[src/rtl/trap_pkg.sv]
package trap_pkg;

    typedef enum logic [2:0] {
        CMD_SOFTINT = 3'd0,
        CMD_SYSCALL = 3'd1,
        CMD_RETURN  = 3'd2,
        CMD_SETIE   = 3'd3,
        CMD_CLRIE   = 3'd4
    } cmd_e;

    typedef enum logic [2:0] {
        ACT_NONE,
        ACT_ENTER,
        ACT_RETURN,
        ACT_SETIE,
        ACT_CLRIE
    } act_e;

    typedef enum logic [1:0] {
        ST_IDLE,
        ST_FETCH,
        ST_APPLY
    } st_e;

    localparam int VEC_PROT    = 4;
    localparam int VEC_SYSCALL = 6;
    localparam int NUM_SAVE    = 3;
    localparam int SAVE_IP     = 0;
    localparam int SAVE_SP     = 1;
    localparam int SAVE_FLG    = 2;

endpackage

[src/rtl/trap_arbiter.sv]
module trap_arbiter
    import trap_pkg::*;
#(
    parameter int NUM_EXC = 6,
    parameter int VW      = 8
) (
    input  logic [NUM_EXC-1:0] exc_req,
    input  logic               cmd_valid,
    input  logic [2:0]         cmd_op,
    input  logic [VW-1:0]      cmd_vec,
    input  logic               ext_req,
    input  logic [VW-1:0]      ext_vec,
    input  logic               user_mode,
    input  logic               irq_en,
    output act_e               act,
    output logic [VW-1:0]      vec
);

    logic          exc_hit;
    logic [VW-1:0] exc_vec;

    // lowest numbered exception wins
    always_comb begin
        exc_hit = 1'b0;
        exc_vec = '0;
        for (int i = NUM_EXC - 1; i >= 0; i--) begin
            if (exc_req[i]) begin
                exc_hit = 1'b1;
                exc_vec = VW'(i);
            end
        end
    end

    always_comb begin
        act = ACT_NONE;
        vec = '0;
        if (exc_hit) begin
            act = ACT_ENTER;
            vec = exc_vec;
        end else begin
            if (cmd_valid) begin
                case (cmd_e'(cmd_op))
                    CMD_SOFTINT: begin
                        act = ACT_ENTER;
                        vec = user_mode ? VW'(VEC_PROT) : cmd_vec;
                    end
                    CMD_SYSCALL: begin
                        act = ACT_ENTER;
                        vec = VW'(VEC_SYSCALL);
                    end
                    CMD_RETURN: begin
                        act = user_mode ? ACT_ENTER : ACT_RETURN;
                        vec = user_mode ? VW'(VEC_PROT) : '0;
                    end
                    CMD_SETIE: begin
                        act = user_mode ? ACT_ENTER : ACT_SETIE;
                        vec = user_mode ? VW'(VEC_PROT) : '0;
                    end
                    CMD_CLRIE: begin
                        act = user_mode ? ACT_ENTER : ACT_CLRIE;
                        vec = user_mode ? VW'(VEC_PROT) : '0;
                    end
                    default: act = ACT_NONE;
                endcase
            end
            if (act == ACT_NONE && ext_req && irq_en) begin
                act = ACT_ENTER;
                vec = ext_vec;
            end
        end
    end

endmodule

[src/rtl/trap_save_bank.sv]
module trap_save_bank #(
    parameter int DW = 32,
    parameter int N  = 3
) (
    input  logic                 clk,
    input  logic                 rst_n,
    input  logic                 we,
    input  logic [N-1:0][DW-1:0] wdata,
    output logic [N-1:0][DW-1:0] rdata
);

    for (genvar g = 0; g < N; g++) begin : g_slot
        logic [DW-1:0] slot_d, slot_q;

        always_comb begin
            slot_d = we ? wdata[g] : slot_q;
        end

        always_ff @(posedge clk or negedge rst_n) begin
            if (!rst_n) slot_q <= '0;
            else        slot_q <= slot_d;
        end

        assign rdata[g] = slot_q;
    end

endmodule

[src/rtl/trap_entry_ctrl.sv]
module trap_entry_ctrl
    import trap_pkg::*;
#(
    parameter int          DW         = 32,
    parameter int          VW         = 8,
    parameter int          NUM_EXC    = 6,
    parameter logic [31:0] TABLE_BASE = 32'h0000_0400,
    parameter int          IE_BIT     = 16,
    parameter int          UM_BIT     = 17
) (
    input  logic               clk,
    input  logic               rst_n,
    input  logic [NUM_EXC-1:0] exc_req,
    input  logic               ext_irq_req,
    input  logic [VW-1:0]      ext_irq_vec,
    input  logic               cmd_valid,
    input  logic [2:0]         cmd_op,
    input  logic [VW-1:0]      cmd_vec,
    input  logic [DW-1:0]      cur_ip,
    input  logic [DW-1:0]      cur_sp,
    input  logic [DW-1:0]      cur_flg,
    output logic               rd_valid,
    output logic [DW-1:0]      rd_addr,
    input  logic               rd_ready,
    input  logic [DW-1:0]      rd_data,
    output logic [DW-1:0]      new_ip,
    output logic [DW-1:0]      new_sp,
    output logic [DW-1:0]      new_flg,
    output logic               ip_load,
    output logic               sp_load,
    output logic               flg_load,
    output logic               busy,
    output logic               ack,
    output logic [VW-1:0]      trap_vec,
    output logic [DW-1:0]      save_ip,
    output logic [DW-1:0]      save_sp,
    output logic [DW-1:0]      save_flg
);

    localparam logic [DW-1:0] IE_MASK    = DW'(1) << IE_BIT;
    localparam logic [DW-1:0] UM_MASK    = DW'(1) << UM_BIT;
    localparam logic [DW-1:0] ENTRY_KEEP = ~(IE_MASK | UM_MASK);
    localparam int            ENTRY_SH   = 2;

    typedef struct packed {
        st_e           st;
        logic          ack;
        logic [VW-1:0] vec;
        logic          rd_valid;
        logic [DW-1:0] addr;
        logic [DW-1:0] nip;
        logic [DW-1:0] nsp;
        logic [DW-1:0] nflg;
        logic          ld_ip;
        logic          ld_sp;
        logic          ld_flg;
    } ctrl_t;

    ctrl_t ctrl_d, ctrl_q;

    act_e                         sel_act;
    logic [VW-1:0]                sel_vec;
    logic                         save_we;
    logic [NUM_SAVE-1:0][DW-1:0]  save_wdata;
    logic [NUM_SAVE-1:0][DW-1:0]  save_rdata;

    trap_arbiter #(
        .NUM_EXC (NUM_EXC),
        .VW      (VW)
    ) u_arb (
        .exc_req   (exc_req),
        .cmd_valid (cmd_valid),
        .cmd_op    (cmd_op),
        .cmd_vec   (cmd_vec),
        .ext_req   (ext_irq_req),
        .ext_vec   (ext_irq_vec),
        .user_mode (cur_flg[UM_BIT]),
        .irq_en    (cur_flg[IE_BIT]),
        .act       (sel_act),
        .vec       (sel_vec)
    );

    always_comb begin
        save_wdata           = '0;
        save_wdata[SAVE_IP]  = cur_ip;
        save_wdata[SAVE_SP]  = cur_sp;
        save_wdata[SAVE_FLG] = cur_flg;
    end

    trap_save_bank #(
        .DW (DW),
        .N  (NUM_SAVE)
    ) u_save (
        .clk   (clk),
        .rst_n (rst_n),
        .we    (save_we),
        .wdata (save_wdata),
        .rdata (save_rdata)
    );

    always_comb begin
        ctrl_d     = ctrl_q;
        ctrl_d.ack = 1'b0;
        save_we    = 1'b0;
        case (ctrl_q.st)
            ST_IDLE: begin
                case (sel_act)
                    ACT_ENTER: begin
                        save_we         = 1'b1;
                        ctrl_d.ack      = 1'b1;
                        ctrl_d.vec      = sel_vec;
                        ctrl_d.rd_valid = 1'b1;
                        ctrl_d.addr     = TABLE_BASE + (DW'(sel_vec) << ENTRY_SH);
                        ctrl_d.st       = ST_FETCH;
                    end
                    ACT_RETURN: begin
                        ctrl_d.nip    = save_rdata[SAVE_IP];
                        ctrl_d.nsp    = save_rdata[SAVE_SP];
                        ctrl_d.nflg   = save_rdata[SAVE_FLG];
                        ctrl_d.ld_ip  = 1'b1;
                        ctrl_d.ld_sp  = 1'b1;
                        ctrl_d.ld_flg = 1'b1;
                        ctrl_d.st     = ST_APPLY;
                    end
                    ACT_SETIE, ACT_CLRIE: begin
                        ctrl_d.nflg   = (sel_act == ACT_SETIE) ? (cur_flg | IE_MASK)
                                                               : (cur_flg & ~IE_MASK);
                        ctrl_d.ld_flg = 1'b1;
                        ctrl_d.st     = ST_APPLY;
                    end
                    default: ;
                endcase
            end
            ST_FETCH: begin
                if (rd_ready) begin
                    ctrl_d.rd_valid = 1'b0;
                    ctrl_d.nip      = rd_data;
                    ctrl_d.nflg     = save_rdata[SAVE_FLG] & ENTRY_KEEP;
                    ctrl_d.ld_ip    = 1'b1;
                    ctrl_d.ld_flg   = 1'b1;
                    ctrl_d.st       = ST_APPLY;
                end
            end
            ST_APPLY: begin
                ctrl_d.ld_ip  = 1'b0;
                ctrl_d.ld_sp  = 1'b0;
                ctrl_d.ld_flg = 1'b0;
                ctrl_d.st     = ST_IDLE;
            end
            default: ctrl_d.st = ST_IDLE;
        endcase
    end

    always_ff @(posedge clk or negedge rst_n) begin
        if (!rst_n) begin
            ctrl_q <= '{st: ST_IDLE, default: '0};
        end else begin
            ctrl_q <= ctrl_d;
        end
    end

    assign rd_valid = ctrl_q.rd_valid;
    assign rd_addr  = ctrl_q.addr;
    assign new_ip   = ctrl_q.nip;
    assign new_sp   = ctrl_q.nsp;
    assign new_flg  = ctrl_q.nflg;
    assign ip_load  = ctrl_q.ld_ip;
    assign sp_load  = ctrl_q.ld_sp;
    assign flg_load = ctrl_q.ld_flg;
    assign busy     = (ctrl_q.st != ST_IDLE);
    assign ack      = ctrl_q.ack;
    assign trap_vec = ctrl_q.vec;
    assign save_ip  = save_rdata[SAVE_IP];
    assign save_sp  = save_rdata[SAVE_SP];
    assign save_flg = save_rdata[SAVE_FLG];

endmodule

[config.mk]
export PLATFORM = sky130hd
export DESIGN_NAME = trap_entry_ctrl
export DESIGN_NICKNAME = d
export VERILOG_FILES = /design/src/rtl/trap_pkg.sv /design/src/rtl/trap_arbiter.sv /design/src/rtl/trap_save_bank.sv /design/src/rtl/trap_entry_ctrl.sv
export SDC_FILE = /design/constraint.sdc
export NUM_CORES = 1
export LEC_CHECK = 0
export CAP_MARGIN = 20
export CORE_UTILIZATION = 35
export DETAILED_ROUTE_END_ITERATION = 10
export GPL_ROUTABILITY_DRIVEN = 1
export GPL_TIMING_DRIVEN = 0
export HOLD_SLACK_MARGIN = 0.12
export PLACE_DENSITY = 0.67
export SLEW_MARGIN = 10
export SYNTH_ARGS = -nofsm -noshare
export SYNTH_HDL_FRONTEND = slang
export SYNTH_SLANG_ARGS = --single-unit
[constraint.sdc]
create_clock -name clk -period 3.5 [get_ports clk]
set_input_delay 0.35 -clock clk [delete_from_list [all_inputs] [get_ports clk]]
set_output_delay 0.35 -clock clk [all_outputs]
set_load 0.03 [all_outputs]
==> Yosys cells after proc, flatten, opt, wreduce, memory -nomap -nowiden <==
Index checks and enable logic that the tools add are counted.
{ "totals": {"inputBits": 158, "word_cells": 101, "ff_bits": 239, "out_inout_bits": 238} }
{ "op_classes": {"n_eq_ne": 16, "muxes": 48, "reduce_logical": 22, "addsub": 1} }
{ "ops": {"columns": ["cell", "n"], "rows": [
  ["$pmux W32 S2", 3],
  ["$mux W64", 1],
  ["$mux W42", 1],
  ["$mux W3", 12],
  ["$mux W33", 1],
  ["$mux W32", 1],
  ["$mux W8", 4],
  ["$pmux W8 S3", 1],
  ["$mux W17", 1],
  ["$reduce_and A3 Y1", 5],
  ["$add A11 B10 Y12 const A", 1],
  ["$eq A3 B2 Y1 const B", 4],
  ["$pmux W3 S4", 1],
  ["$mux W1", 11],
  ["$mux W9", 1],
  ["$mux W2", 4],
  ["$pmux W2 S2", 2],
  ["$reduce_and A2 Y1", 4],
  ["$eq A3 B1 Y1 const B", 2],
  ["$eq A3 B3 Y1 const B", 2],
  ["$logic_not A3 Y1", 2],
  ["$pmux W1 S3", 2],
  ["$reduce_bool A2 Y1", 3],
  ["$reduce_or A3 Y1", 2],
  ["11 further kinds", 16]
]} }

==> Longest topological paths before layout <==
{ "logic_depth": {"word_depth": 16, "ltp_mapped": 8, "ltp_nobuf": 5} }

==> Modules after synthesis <==
Synthesis repeated with hierarchy kept, for this count alone.
{ "unflattened": {"hier_cells": 830, "hier_area_um2": 9995.8} }
{ "modules_own_cells": {"columns": ["module", "seq_area_each_um2", "instances", "cells_each", "area_per_inst_um2"], "rows": [
  ["trap_entry_ctrl", 2802.7, 1, 580, 5934.4],
  ["trap_save_bank", 2402.3, 1, 203, 3764.9],
  ["trap_arbiter", 0.0, 1, 47, 296.5]
]} }

==> Worst setup path after synthesis <==
Ideal clock, no wire load.
{ "synth_timing": {"path_kind": "in2reg", "start": "in exc_req[2]", "end": "reg ctrl_q (netlist bit new_ip[10])", "stages": 6, "path_buffers": 1, "arrival_time_ps": 2012, "slack_ps": 1364, "cell_sequence": "nor4_4 > nand4_2 > or3_1 > a21oi_2 > buf_4 > mux2_2"} }
{ "synth_via": {"elab_chain_cells": 7} }
{ "synth_lines": {"columns": ["element", "line", "source"], "rows": [
  ["from (decl)", "trap_entry_ctrl.sv:13", "input logic [NUM_EXC-1:0] exc_req,"],
  ["$mux W1 (3 in series)", "trap_arbiter.sv:27", "if (exc_req[i]) begin"],
  ["$mux W3", "trap_arbiter.sv:37", "if (exc_hit) begin"],
  ["$eq A3 B2 Y1", "trap_entry_ctrl.sv:107", "case (sel_act)"],
  ["$ne A2 B1 Y1 (no source line)", null, null],
  ["$reduce_and A3 Y1 (no source line)", null, null],
  ["to (signal assigned)", "trap_entry_ctrl.sv:158", "ctrl_q <= ctrl_d;"],
  ["to (decl)", "trap_entry_ctrl.sv:59", "ctrl_t ctrl_d, ctrl_q;"]
]} }
Every way passes these cells.
A chain may end at the register's enable or synchronous reset.

==> Final worst setup path <==
{ "layout_timing": {"start": "in exc_req[2]", "end": "reg ctrl_q (netlist bit new_ip[4])"} }
Same word-level chain as after synthesis.

==> reports/results.md <==
| Step | Parameter | Value |
|---|---|---|
| yosys | Most frequent cells after synthesis | sky130_fd_sc_hd__dfrtp_1 (208), sky130_fd_sc_hd__mux2_2 (152), sky130_fd_sc_hd__buf_4 (142) |
| yosys | Flop and latch count out of synthesis | 208 |
| sta | Final period utilization | 0.7735 |
| placement | Number of buffers added on ports | 372 |
| yosys | Yosys top cell by area | sky130_fd_sc_hd__dfrtp_1 |
| cts | Bufs on Longest Clock Path | 3 |
| sta | Slew @ Worst Pin | 0.8641 ns |
| layout | Layout filler cell count | 2329 |
| sta | Remaining max-slew budget at the tightest pin | 0.4186 |
| cts | Later-pin clock latency in the skew report | 0.51 ns |
| layout | FF/Latch Area | 5205 um2 |
| critical path | CP cell instances | clkdlybuf4s50_1 > nor4_4 > nand4_2 > nor3_1 > clkbuf_1 > a22o_1 > mux2_2 |
| critical path | Worst reg2reg path startpoint | ctrl_q[142] |
| route | Number of remaining DRC errors | 0 |
| placement | Placement-stage cell area | 13940 um2 |
| floorplan | Starting utilization of the core area | 0.3576 |
| sta | Final worst setup slack | 0.7927 ns |
| placement | Routability congestion estimate | 0.7932 |
| cts | CTS hold repair buffers | 1 |
| layout | Multi-input gate area in the final layout | 3274 um2 |
| critical path | R2R setup slack | 0.97 ns |
| global routing | Sum of overflow across all layers after global routing | 0 |
| yosys | Proportion of synthesized chip area in sequential cells | 0.5400 |
| route | Vias post-DR | 7045 |
| power | Cell leakage power | 6.483 nW |
| cts | Buffer type at the clock tree root | sky130_fd_sc_hd__clkbuf_16 |
| yosys | Post-Synthesis Mean Instance Area | 12.80 um2 |
| sta | Final number of max-transition violations | 0 |
| layout | Final core utilization | 0.5488 |
| yosys | Number of standard cells after synthesis | 753 |
| yosys | Ranking of synthesized cells by area | sky130_fd_sc_hd__dfrtp_1 (54%), sky130_fd_sc_hd__mux2_2 (18%), sky130_fd_sc_hd__buf_4 (11%) |
| route | Via density per instance | 4.590 |
| sta | Minimum period implied by the final worst setup slack | 2.707 ns |
| layout | Count of placed standard cells in the final layout, fillers left out | 1535 |
| yosys | Dominant cell by count in the synthesized netlist | sky130_fd_sc_hd__dfrtp_1 |
| layout | Post-route cell area | 14790 um2 |
| route | Final Routed Wirelength | 27200 um |
| floorplan | Width of the die | 167.9 um |
| power | PD cells | 907.1 nW/um2 |
| yosys | EDFF count, synth | 0 |
| layout | Number of diodes | 0 |
| yosys | Count of warnings emitted by yosys | 0 |
| global routing | Global-route wire length before repair | 42300 um |
| critical path | Worst-path cell with the longest stage delay | sky130_fd_sc_hd__nor3_1 |
| sta | Highest achievable clock rate | 369.4 MHz |
| yosys | Share of Yosys cell area claimed by the top area cell type | 0.5400 |
| critical path | Element type at the critical path end | flop |
| power | Maximum ir drop on the vdd rail | 500.6 uV |
| floorplan | Total I/O pin count | 396 |
| cts | Clock transition at path regs | 0.06 ns |
| sta | RSZ-0062 raised after global routing | false |
| critical path | Req. time, crit path | 3.95 ns |
| floorplan | Die Outline Area | 28210 um2 |
| global routing | Initial antenna violation count | 1 |
| yosys | FFs w/ async S/R, synth | 1.000 |
| cts | Total setup buffers inserted after CTS | 0 |
| worst hold path | Worst hold-check path type | primary input to asynchronous set/reset pin |
| layout | Fraction of final layout cells with drive strength greater than 1 | 0.2998 |
| critical path | Biggest cell delay along the critical path | 0.74 ns |
| layout | Layout overhead on the synthesized area | 53.47% |
| cts | Number of instances resized during post-cts repair | 0 |
| global routing | GRT Resource Usage Total | 0.1914 |
| floorplan | Core outline area | 26950 um2 |
| sta | Worst hold margin | 0.2675 ns |
| critical path | CP Class | primary input to flop |
| route | Routed length per instance | 17.72 um |
| flow run | Number of maximum-capacitance constraint violations | 0 |
| yosys | Post-Syn Area | 9638 um2 |
| cts | Clock sink count | 208 |
| sta | Endpoints failing setup | 0 |
| yosys | Distinct cells, synth | 40 |
| critical path | Critical path fanouts, max | 10 |
| floorplan | DIE HEIGHT | 167.9 um |
| placement | Total half-perimeter wirelength after legalization and detailed placement | 20360 um |
| critical path | Beginning of the critical path | exc_req[2] |
| cts | H-tree depth | 1 |
| sta | Final number of hold-violating endpoints | 0 |
| yosys | Top FF cell, synth | sky130_fd_sc_hd__dfrtp_1 |
| route | Number of DRC violations after detailed-routing iteration 0 | 253 |
| placement | Setup WS pre-CTS | 0.2560 ns |
| global routing | Largest net degree at the start of global routing | 99 |
| route | Residual antenna-violating net count after detailed routing | 0 |
| layout | Net count of the finished layout | 1336 |
| critical path | Data arrival time at the worst-slack endpoint | 3.16 ns |
| cts | Num CTS Buffers | 25 |
| floorplan | Site row count | 60 |
| sta | Clock skew after layout | 0.007998 ns |
| outcome | Outcome | finished clean |
| placement | Cells after DPL | 1490 |
| cts | TritonCTS clock tree | built |
| global routing | Via count of the first global-routing pass | 7320 |
| critical path | Startpoint type of the worst setup path | primary input |
| route | Drt first pass iters | 5 |
cell type report:
| cell class | count | share of cell area |
|---|---|---|
| buffer | 170 | 0.08171 |
| clock buffer | 36 | 0.04915 |
| clock inverter | 7 | 0.007697 |
| inverter | 10 | 0.002538 |
| multi-input combinational | 387 | 0.2214 |
| sequential | 208 | 0.3519 |
| tap | 341 | 0.02884 |
| timing repair buffer | 376 | 0.2568 |
worst max-delay path: cells and delay by family:
kind,cells,cell delay (ns)
AOI/OAI and AO/OA,1,0.25
buffers and inverters,2,0.98
muxes,1,0.15
and+or+nand+nor,3,1.42
final timing paths:
path	end	cells after the start
max	new_ip[4]	7
min	ack	2
max reg2reg	new_ip[4]	6
min reg2reg	rd_addr[10]	1
max in group asynchronous	new_sp[6]	3
min in group clk	u_save.g_slot[0].slot_q[30]	2
registers in the layout, indices dropped and copies added, names as in the netlist:
register	flops
u_save.g_slot.slot_q	96
new_flg	32
new_ip	32
new_sp	32
trap_vec	7
ctrl_q	2
rd_addr	2
ack	1
flg_load	1
ip_load	1
rd_valid	1
sp_load	1
kinds of logic after synthesis:
group,after synthesis,synth area share
AO/OA/AOI/OAI,93,0.06634
buffers and inverters,180,0.1293
flip-flops,208,0.5400
multiplexers,198,0.2274
other,1,0.0003891
AND/OR/NAND/NOR,73,0.03648
cell usage in the layout (no fill, tap or decap), drive strengths merged:
cell type      instances
mux2                 168
o2111ai                1
clkdlybuf4s50        371
dlygate4sd3            1
o21ai                  6
a31oi                  1
clkinv                 3
nand2b                 2
o32ai                  2
nor2                  46
o21a                   2
o311a                  1
and2                   2
nand2                  6
nand3                  1
a22oi                  6
or2                    1
a311oi                 1
conb                  23
mux2i                 30
nor2b                  3
or3b                   1
nor4                   3
nor4b                  1
a21oi                 37
o22ai                  1
or3                    1
buf                  161
inv                   11
nand4                  2
clkbuf                49
nor3                   3
dfrtp                208
bufinv                 3
a21o                   3
a22o                  32
nor3b                  1
per-stage QoR:
step                power, mW   TNS, ns
detailed placement      10.88         0
floorplan               8.078         0
global placement        10.80  -1482.43
finish                  13.42         0
CTS                     13.61         0
global route            14.12         0
routing by layer:
layer | up-vias | global-route usage | wire, um
li1 | 3336 | - | -
met1 | 3404 | 0.2254 | 10630
met2 | 271 | 0.3355 | 13590
met3 | 34 | 0.06370 | 2502
met4 | 0 | 0.04547 | 471
met5 | - | 0 | 0
report_power, final:
group          switching, mW  internal, mW
logic                   3.57          3.25
clock network          0.989          1.65
registers              0.614          3.34
total                   5.18          8.24
Note: power is estimated with default switching activity, not from simulation.
